===== config.mk =====
export PLATFORM = sky130hd
export DESIGN_NAME = bus_sizing_seq
export DESIGN_NICKNAME = d
export VERILOG_FILES = /design/src/rtl/bsz_pkg.sv /design/src/rtl/bsz_plan.sv /design/src/rtl/bsz_lowaddr.sv /design/src/rtl/bsz_near.sv /design/src/rtl/bsz_gather.sv /design/src/rtl/bus_sizing_seq.sv
export SDC_FILE = /design/constraint.sdc
export NUM_CORES = 1
export LEC_CHECK = 0
export ABC_AREA = 1
export BUFFER_PORTS_ARGS = -buffer_cell sky130_fd_sc_hd__buf_2
export CORE_UTILIZATION = 40
export DETAILED_ROUTE_END_ITERATION = 8
export HOLD_SLACK_MARGIN = 0.12
export SLEW_MARGIN = 20
export SYNTH_ARGS = -nofsm -noshare
export SYNTH_HDL_FRONTEND = slang
export SYNTH_SLANG_ARGS = --single-unit
export TNS_END_PERCENT = 30

===== constraint.sdc =====
create_clock -name clk -period 2.8 [get_ports clk]
set_clock_uncertainty 0.15 [all_clocks]
set_input_delay 0.14 -clock clk [delete_from_list [all_inputs] [get_ports clk]]
set_output_delay 0.14 -clock clk [all_outputs]
set_load 0.01 [all_outputs]

===== src/rtl/bsz_pkg.sv =====
// Shared encodings for the bus-sizing sequencer.
// Assumes: size and port codes 3 are treated as word / 32-bit.
package bsz_pkg;
    typedef enum logic [1:0] {ST_IDLE = 2'd0, ST_ADDR = 2'd1, ST_DATA = 2'd2} bsz_state_e;

    // Clamp a size or width code to the range 0..2.
    function automatic logic [1:0] clamp_code(input logic [1:0] c);
        return (c == 2'd3) ? 2'd2 : c;
    endfunction
endpackage


===== src/rtl/bsz_plan.sv =====
// Works out, from a request, the lane enables, first low address,
// low-address step and beat count.
// Assumes: naturally aligned requests; purely combinational.
module bsz_plan
    import bsz_pkg::*;
#(
    parameter int LA_W = 4
) (
    input  logic [LA_W-1:0] addr_lo,
    input  logic [1:0]      size,
    input  logic [1:0]      port,
    input  logic            write,
    input  logic            quad,
    input  logic            rd_strb_off,
    output logic [3:0]      strb,
    output logic [LA_W-1:0] la_start,
    output logic [LA_W-1:0] la_step,
    output logic [LA_W-1:0] beats_m1,
    output logic            is_quad
);
    logic [1:0]    sz, pw, base, bytes_m1;
    logic [3:0]    mask, raw;
    logic [LA_W:0] nbeats, nb_m1;

    // Beat count and step from size, port width and burst kind.
    always_comb begin
        sz      = clamp_code(size);
        pw      = clamp_code(port);
        is_quad = quad && !write;
        if (is_quad)
            nbeats = (LA_W+1)'(1 << LA_W) >> pw;
        else if (sz > pw)
            nbeats = (LA_W+1)'(1) << (sz - pw);
        else
            nbeats = (LA_W+1)'(1);
        nb_m1    = nbeats - (LA_W+1)'(1);
        beats_m1 = nb_m1[LA_W-1:0];
        la_step  = LA_W'(1) << pw;
        la_start = is_quad ? '0 : addr_lo;
    end

    // Lane enables from size and low address bits.
    always_comb begin
        case (sz)
            2'd0:    begin mask = 4'b0001; bytes_m1 = 2'b00; end
            2'd1:    begin mask = 4'b0011; bytes_m1 = 2'b01; end
            default: begin mask = 4'b1111; bytes_m1 = 2'b11; end
        endcase
        base = addr_lo[1:0] & ~bytes_m1;
        raw  = is_quad ? 4'b1111 : (mask << base);
        strb = (!write && rd_strb_off) ? 4'b0000 : raw;
    end
endmodule


===== src/rtl/bsz_lowaddr.sv =====
// Low-address counter: loads the first datum address and steps by the
// port width in bytes per beat, wrapping within the 16-byte block.
// Assumes: load and advance are never both set.
module bsz_lowaddr #(
    parameter int LA_W = 4
) (
    input  logic            clk,
    input  logic            rst_n,
    input  logic            load,
    input  logic [LA_W-1:0] start,
    input  logic            advance,
    input  logic [LA_W-1:0] step,
    output logic [LA_W-1:0] la
);
    // Counter register.
    always_ff @(posedge clk) begin
        if (!rst_n)       la <= '0;
        else if (load)    la <= start;
        else if (advance) la <= la + step;
    end

    AST_LA_HOLD: assert property (@(posedge clk) disable iff (!rst_n) (!load && !advance) |=> $stable(la));
endmodule


===== src/rtl/bsz_near.sv =====
// Same-page write tracker: remembers the page of the last write and
// reports a hit for a write that follows it directly.
// Assumes: accept is a single-cycle pulse per request.
module bsz_near #(
    parameter int PAGE_W = 24
) (
    input  logic              clk,
    input  logic              rst_n,
    input  logic              accept,
    input  logic              write,
    input  logic              idle_gap,
    input  logic [PAGE_W-1:0] page,
    output logic              hit
);
    logic              near_vld;
    logic [PAGE_W-1:0] near_page;

    // History update: set on writes, cleared by reads and idle cycles.
    always_ff @(posedge clk) begin
        if (!rst_n) begin
            near_vld  <= 1'b0;
            near_page <= '0;
        end else if (accept && write) begin
            near_vld  <= 1'b1;
            near_page <= page;
        end else if ((accept && !write) || idle_gap) begin
            near_vld  <= 1'b0;
        end
    end

    assign hit = near_vld && (near_page == page);

    AST_NEAR_CLR: assert property (@(posedge clk) disable iff (!rst_n) idle_gap |=> !near_vld);
endmodule


===== src/rtl/bsz_gather.sv =====
// Read word assembly: places each captured beat into its lanes of the
// word addressed by the request.
// Assumes: port code already clamped to 0..2.
module bsz_gather #(
    parameter int DATA_W = 32,
    parameter int LA_W   = 4
) (
    input  logic              clk,
    input  logic              rst_n,
    input  logic              clr,
    input  logic              cap,
    input  logic [LA_W-1:0]   la,
    input  logic [1:0]        pw,
    input  logic [1:0]        tgt_word,
    input  logic [DATA_W-1:0] din,
    output logic [DATA_W-1:0] word
);
    localparam int LANES = DATA_W / 8;

    logic take;
    assign take = cap && (la[3:2] == tgt_word);

    // One register slice per byte lane.
    for (genvar b = 0; b < LANES; b++) begin : g_lane
        logic       sel;
        logic [7:0] src;
        always_comb begin
            case (pw)
                2'd0:    begin sel = (la[1:0] == 2'(b)); src = din[7:0]; end
                2'd1:    begin sel = (la[1] == b[1]);    src = din[8*(b%2) +: 8]; end
                default: begin sel = 1'b1;               src = din[8*b +: 8]; end
            endcase
        end
        // Lane capture.
        always_ff @(posedge clk) begin
            if (!rst_n || clr)      word[8*b +: 8] <= 8'h00;
            else if (take && sel)   word[8*b +: 8] <= src;
        end
    end
endmodule


===== src/rtl/bus_sizing_seq.sv =====
// Bus-sizing sequencer top: accepts one request, runs the address phase
// and the data beats a narrow port needs, then pulses done.
// Assumes: ack/rdce only in the data phase; one rdce per read beat.
module bus_sizing_seq
    import bsz_pkg::*;
#(
    parameter int ADDR_W   = 32,
    parameter int DATA_W   = 32,
    parameter int PAGE_LSB = 8
) (
    input  logic              clk,
    input  logic              rst_n,
    input  logic              req_valid,
    input  logic [ADDR_W-1:0] req_addr,
    input  logic [1:0]        req_size,
    input  logic              req_write,
    input  logic              req_quad,
    input  logic [DATA_W-1:0] req_wdata,
    input  logic [1:0]        port_width,
    input  logic              cfg_rd_strb_off,
    output logic              req_ready,
    output logic              done,
    output logic [DATA_W-1:0] rdata,
    output logic              ale,
    output logic              ad_oe,
    output logic [DATA_W-1:0] ad_out,
    input  logic [DATA_W-1:0] ad_in,
    output logic              data_en,
    output logic [3:0]        low_addr,
    output logic              rd_o,
    output logic              wr_o,
    output logic              burst_near,
    input  logic              ack,
    input  logic              rdce
);
    localparam int LA_W   = 4;
    localparam int PAGE_W = ADDR_W - PAGE_LSB;

    bsz_state_e        state;
    logic [ADDR_W-1:0] q_addr;
    logic [DATA_W-1:0] q_wdata;
    logic              q_wr, q_near, q_off, got_all, done_r;
    logic [1:0]        q_pw;
    logic [3:0]        q_strb;
    logic [LA_W-1:0]   q_step, q_beats_m1, beat_cnt;

    logic [3:0]        p_strb;
    logic [LA_W-1:0]   p_start, p_step, p_beats_m1;
    logic              p_quad, near_hit;
    logic              accept, idle_gap, in_data, last_beat, cap, beat_adv, finish;
    logic [1:0]        w_off;

    assign accept   = (state == ST_IDLE) && req_valid;
    assign idle_gap = (state == ST_IDLE) && !req_valid;
    assign in_data  = (state == ST_DATA);

    bsz_plan #(.LA_W(LA_W)) u_plan (
        .addr_lo(req_addr[LA_W-1:0]), .size(req_size), .port(port_width),
        .write(req_write), .quad(req_quad), .rd_strb_off(cfg_rd_strb_off),
        .strb(p_strb), .la_start(p_start), .la_step(p_step),
        .beats_m1(p_beats_m1), .is_quad(p_quad)
    );

    bsz_near #(.PAGE_W(PAGE_W)) u_near (
        .clk(clk), .rst_n(rst_n), .accept(accept), .write(req_write),
        .idle_gap(idle_gap), .page(req_addr[ADDR_W-1:PAGE_LSB]), .hit(near_hit)
    );

    bsz_lowaddr #(.LA_W(LA_W)) u_la (
        .clk(clk), .rst_n(rst_n), .load(accept), .start(p_start),
        .advance(beat_adv), .step(q_step), .la(low_addr)
    );

    bsz_gather #(.DATA_W(DATA_W), .LA_W(LA_W)) u_gather (
        .clk(clk), .rst_n(rst_n), .clr(accept), .cap(cap), .la(low_addr),
        .pw(q_pw), .tgt_word(q_addr[3:2]), .din(ad_in), .word(rdata)
    );

    // Beat bookkeeping for the data phase.
    always_comb begin
        last_beat = (beat_cnt == q_beats_m1);
        cap       = in_data && !q_wr && rdce && !got_all;
        if (q_wr) begin
            beat_adv = in_data && ack && !last_beat;
            finish   = in_data && ack && last_beat;
        end else begin
            beat_adv = cap && !last_beat;
            finish   = in_data && ack && (got_all || (cap && last_beat));
        end
    end

    // Phase sequencing.
    always_ff @(posedge clk) begin
        if (!rst_n) state <= ST_IDLE;
        else case (state)
            ST_IDLE: if (accept) state <= ST_ADDR;
            ST_ADDR: state <= ST_DATA;
            ST_DATA: if (finish) state <= ST_IDLE;
            default: state <= ST_IDLE;
        endcase
    end

    // Request capture at acceptance.
    always_ff @(posedge clk) begin
        if (!rst_n) begin
            q_addr <= '0; q_wdata <= '0; q_wr <= 1'b0; q_pw <= 2'd2;
            q_strb <= '0; q_near <= 1'b0; q_off <= 1'b0;
            q_step <= '0; q_beats_m1 <= '0;
        end else if (accept) begin
            q_addr     <= req_addr;
            q_wdata    <= req_wdata;
            q_wr       <= req_write;
            q_pw       <= clamp_code(port_width);
            q_strb     <= p_strb;
            q_near     <= p_quad || (req_write && near_hit);
            q_off      <= cfg_rd_strb_off;
            q_step     <= p_step;
            q_beats_m1 <= p_beats_m1;
        end
    end

    // Beat counter, read completion flag and done pulse.
    always_ff @(posedge clk) begin
        if (!rst_n) begin
            beat_cnt <= '0; got_all <= 1'b0; done_r <= 1'b0;
        end else begin
            done_r <= finish;
            if (accept) begin
                beat_cnt <= '0;
                got_all  <= 1'b0;
            end else begin
                if (beat_adv) beat_cnt <= beat_cnt + LA_W'(1);
                if (cap && last_beat) got_all <= 1'b1;
            end
        end
    end

    // Lane offset of the current write slice.
    always_comb begin
        case (q_pw)
            2'd0:    w_off = low_addr[1:0];
            2'd1:    w_off = {low_addr[1], 1'b0};
            default: w_off = 2'd0;
        endcase
    end

    assign req_ready  = (state == ST_IDLE);
    assign done       = done_r;
    assign ale        = (state == ST_ADDR);
    assign ad_oe      = ale || (in_data && q_wr);
    assign ad_out     = ale ? {q_addr[ADDR_W-1:4], q_strb} : (q_wdata >> {w_off, 3'b000});
    assign data_en    = in_data && !q_wr;
    assign rd_o       = (state != ST_IDLE) && !q_wr;
    assign wr_o       = (state != ST_IDLE) && q_wr;
    assign burst_near = (state != ST_IDLE) && q_near;

    AST_ALE_PULSE: assert property (@(posedge clk) disable iff (!rst_n) ale |=> !ale);
    AST_DEN_READ: assert property (@(posedge clk) disable iff (!rst_n) data_en |-> (rd_o && !ad_oe));
    AST_RW_EXCL: assert property (@(posedge clk) disable iff (!rst_n) !(rd_o && wr_o));
    AST_DONE_IDLE: assert property (@(posedge clk) disable iff (!rst_n) done |-> (req_ready && !rd_o && !wr_o));
    AST_STRB_OFF: assert property (@(posedge clk) disable iff (!rst_n) (ale && rd_o && q_off) |-> (ad_out[3:0] == 4'b0000));
    AST_LA_FIRST: assert property (@(posedge clk) disable iff (!rst_n) ale |=> $stable(low_addr));
    AST_QUAD_START: assert property (@(posedge clk) disable iff (!rst_n) (ale && rd_o && burst_near) |-> (low_addr == 4'h0));
endmodule


==> run summary <==
peak fanout along the critical path: 12
area of the core: 17300 um2
number of flops mapped to enable cells by yosys: 0
sequential share of the synthesized area: 41.4%
r2r endpoint: u_near.near_page[6]
gpl congestion: 0.926
hold_sp: req_size[1]
Post CTS Setup Buffer Count: 0
met2 usage: 43.1%
pwr/cell area: 553 nW/um2
commonest non-fill, non-tap cell in the layout: nand2_1
number of global-route vias before repair: 7329
Synth top area share: 41.4%
clock-pin slew on the worst setup and hold paths: 0.06 ns
Synth cell types: 38
Final Non-Filler Cells: 1560
worst r2r src: state[1]
CTS Sinks: 146
Mapped Avg Cell Area: 6.86 um2
internal power: 3960 uW
final hold violation count: 0
ranking of synthesized cells by area: dfxtp_1, nand2_1, inv_1, o21ai_0, a21oi_1
Die Area: 18200 um2
maxcap violations: 0
initial core utilization: 40.8%
Top Usage Layer GRT: met2
WHS Path Cells: 5
synthesis warning total: 0
min-delay worst type: input pin to flip-flop
cts bufs inserted: 17
met3 GRT Util: 4.84%
P_leak: 0.00468 uW
post-route ant nets: 0
Die H: 135 um
Buf+Inv Stages, Crit Path: 5
Top Family by Delay on Critical Path: buffers and inverters
multi-input logic area: 3320 um2
Die Wd: 135 um
CP peak stage delay: 0.57 ns
Async S/R FF share, synth: 0%
Synth area leader: dfxtp_1
fmax: 363 MHz
diode count: 0
Comb pwr share: 18.6%
Filler cells: 1686
detailed placer's ending HPWL: 16.6 mm
Post-synth top flop: dfxtp_1
flop2flop setup slack: 0.30 ns
count of input and output buffers: 183
syn nets: 1145
P&R area growth vs syn: 41.6%
initial DRC count: 584
routed wire length: 23.8 mm
Clock power frac: 40.5%
cell area after synthesis: 7060 um2
final net count: 1438
depth of the CTS H-tree: 4
dpl cells: 1405
status: finished, final reports clean
clk_lat worst skew: 0.42 ns
first-pass GRT wire length: 36.9 mm
CTS tree: built
register area: 2920 um2
grt total ovfl: 0
relative slew slack: 50.9%
gr usage total: 26.3%
highest-count cells in the layout ignoring fill and taps: nand2_1, buf_2, inv_1, dfxtp_1, dlygate4sd3_1
std cell rows: 48
largest net degree at the start of global routing: 45
arrival time at the worst endpoint: 2.97 ns
Hold Slack: 0.162 ns
share of cells above drive strength 1: 19.0%
Worst Reg-to-Reg Cells: 8
total power draw: 5530 uW
final setup violating endpoints: 0
Req. time, crit path: 3.01 ns
drt first pass iters: 5
IO Pins: 184
synthesis-stage register bit count: 146
WS Path Type: input pin to flip-flop
Final WS setup: 0.0464 ns
CTS root buf: clkbuf_16
Max clock buf depth: 2
routed vias: 7919
CP startpoint kind: input pin
Mapped Cells: 1029
initial antenna violation count: 0
hold path endpoint: q_strb[1]
Final period util: 98.3%
Psw: 1570 uW
TNS Setup: 0 ns
RSZ-0062 raised after global routing: false
Slowest cell on crit path: dlygate4sd3_1
GR Util met1: 34.0%
critical path capture point type: flip-flop
Final Slew Violations: 0
Reg power frac: 40.9%
DRC errors left: 0
wire per inst: 15.2 um
crit-path cells: dlygate4sd3_1 > buf_2 > nor2_2 > inv_1 > nand2_1 > a21oi_1 > dlygate4sd3_1 > o22ai_1 > dlygate4sd3_1
worst slew pin tran: 0.728 ns
pre-CTS setup slack: 0.487 ns
sw frac: 28.4%
min cycle time layout: 2.75 ns
Via density: 5.08
Worst VDD drop: 0.466 mV
CP most frequent cell: dlygate4sd3_1
[worst register-to-register path, cell delays in order (launching register included)]
cell and delay (ns):
dfxtp_1 0.33, inv_1 0.09, nand2_2 0.08, nor2_4 0.23, buf_4 0.23, nand3_1 0.08
dlygate4sd3_1 0.57, a21oi_1 0.14, dlygate4sd3_1 0.56
[flip-flops by register name, summed over array words and instances, names as in the netlist, 3 cells and up]
register	count
q_step	3
q_wdata	32
u_near.near_page	24
beat_cnt	4
q_beats_m1	4
u_la.la	4
q_strb	4
u_gather.word	32
q_addr	30
[area by class of cell]
class	instances	share of cell area (%)
Clock buffer	20	4.47
Clock inverter	12	1.35
Inverter	151	5.72
Multi-Input combinational cell	682	33.2
Sequential cell	146	29.2
Tap cell	225	2.82
Timing Repair Buffer	324	23.2
[repair_timing]
action	in CTS	in global routing
gates resized for setup	0	1
hold buffers	123	0
hold endpoints to repair	138	0
setup endpoints to repair	0	7
[synthesized netlist by cell type, types with 5 or more instances]
cell type    n
dfxtp_1    146
nor2_1      54
nand3_1     52
a21oi_1     68
clkbuf_1    24
inv_1      146
xnor2_1      5
ha_1         6
nand2_1    291
a22o_1       9
buf_2       19
o22ai_1     39
o221ai_1    12
o21ai_0    100
o211ai_1     7
[worst max-delay path by stage]
stage / from / endpoint / slack [ns] / cells after the start
final: req_write / q_strb[3] / 0.05 / 9
after detailed placement: port_width[1] / q_beats_m1[2] / 0.49 / 15
after global routing: req_write / q_strb[3] / 0.03 / 9
after CTS: u_la.la[1] / ad_out[13] / 0.10 / 8
after global placement: port_width[1] / q_beats_m1[2] / 0.54 / 15
after floorplan: port_width[1] / q_beats_m1[2] / 0.80 / 14
[per-stage QoR]
stage                     util, %  instance area, um2
after floorplan                 -                7060
after global placement       47.3                8180
after detailed placement     47.3                8180
after CTS                    57.8               10000
after global routing         57.8               10000
final                        57.8               10000
[kinds of logic (layout without fill, tap and decap cells)]
group | after synthesis | after routing | share of synthesized area (%)
buffers and inverters | 201 | 507 | 11.6
and+or+nand+nor | 421 | 421 | 24.6
AOI/OAI and AO/OA | 245 | 245 | 19.8
DFF | 146 | 146 | 41.4
xor gates and xnor gates | 8 | 8 | 0.992
adders and majority gates | 8 | 8 | 1.63
[routing by layer]
| layer | vias to the layer above | share of wire [%] |
|---|---|---|
| met3 | 51 | 6.0 |
| met5 | - | 0 |
| met2 | 302 | 46 |
| met4 | 0 | 2.9 |
| li1 | 3917 | - |
| met1 | 3649 | 45 |
[power by group through the flow]
stage | Combinational (uW) | Sequential, uW | Clock [uW]
6_report | 1030 | 2260 | 2240
5_1_grt | 1130 | 2280 | 2360
4_1_cts | 1020 | 2260 | 2280
3_5_place_dp | 877 | 2310 | 0
3_3_place_gp | 876 | 2300 | 0
2_1_floorplan | 541 | 2290 | 0
Power figures use the tool's default switching activity.
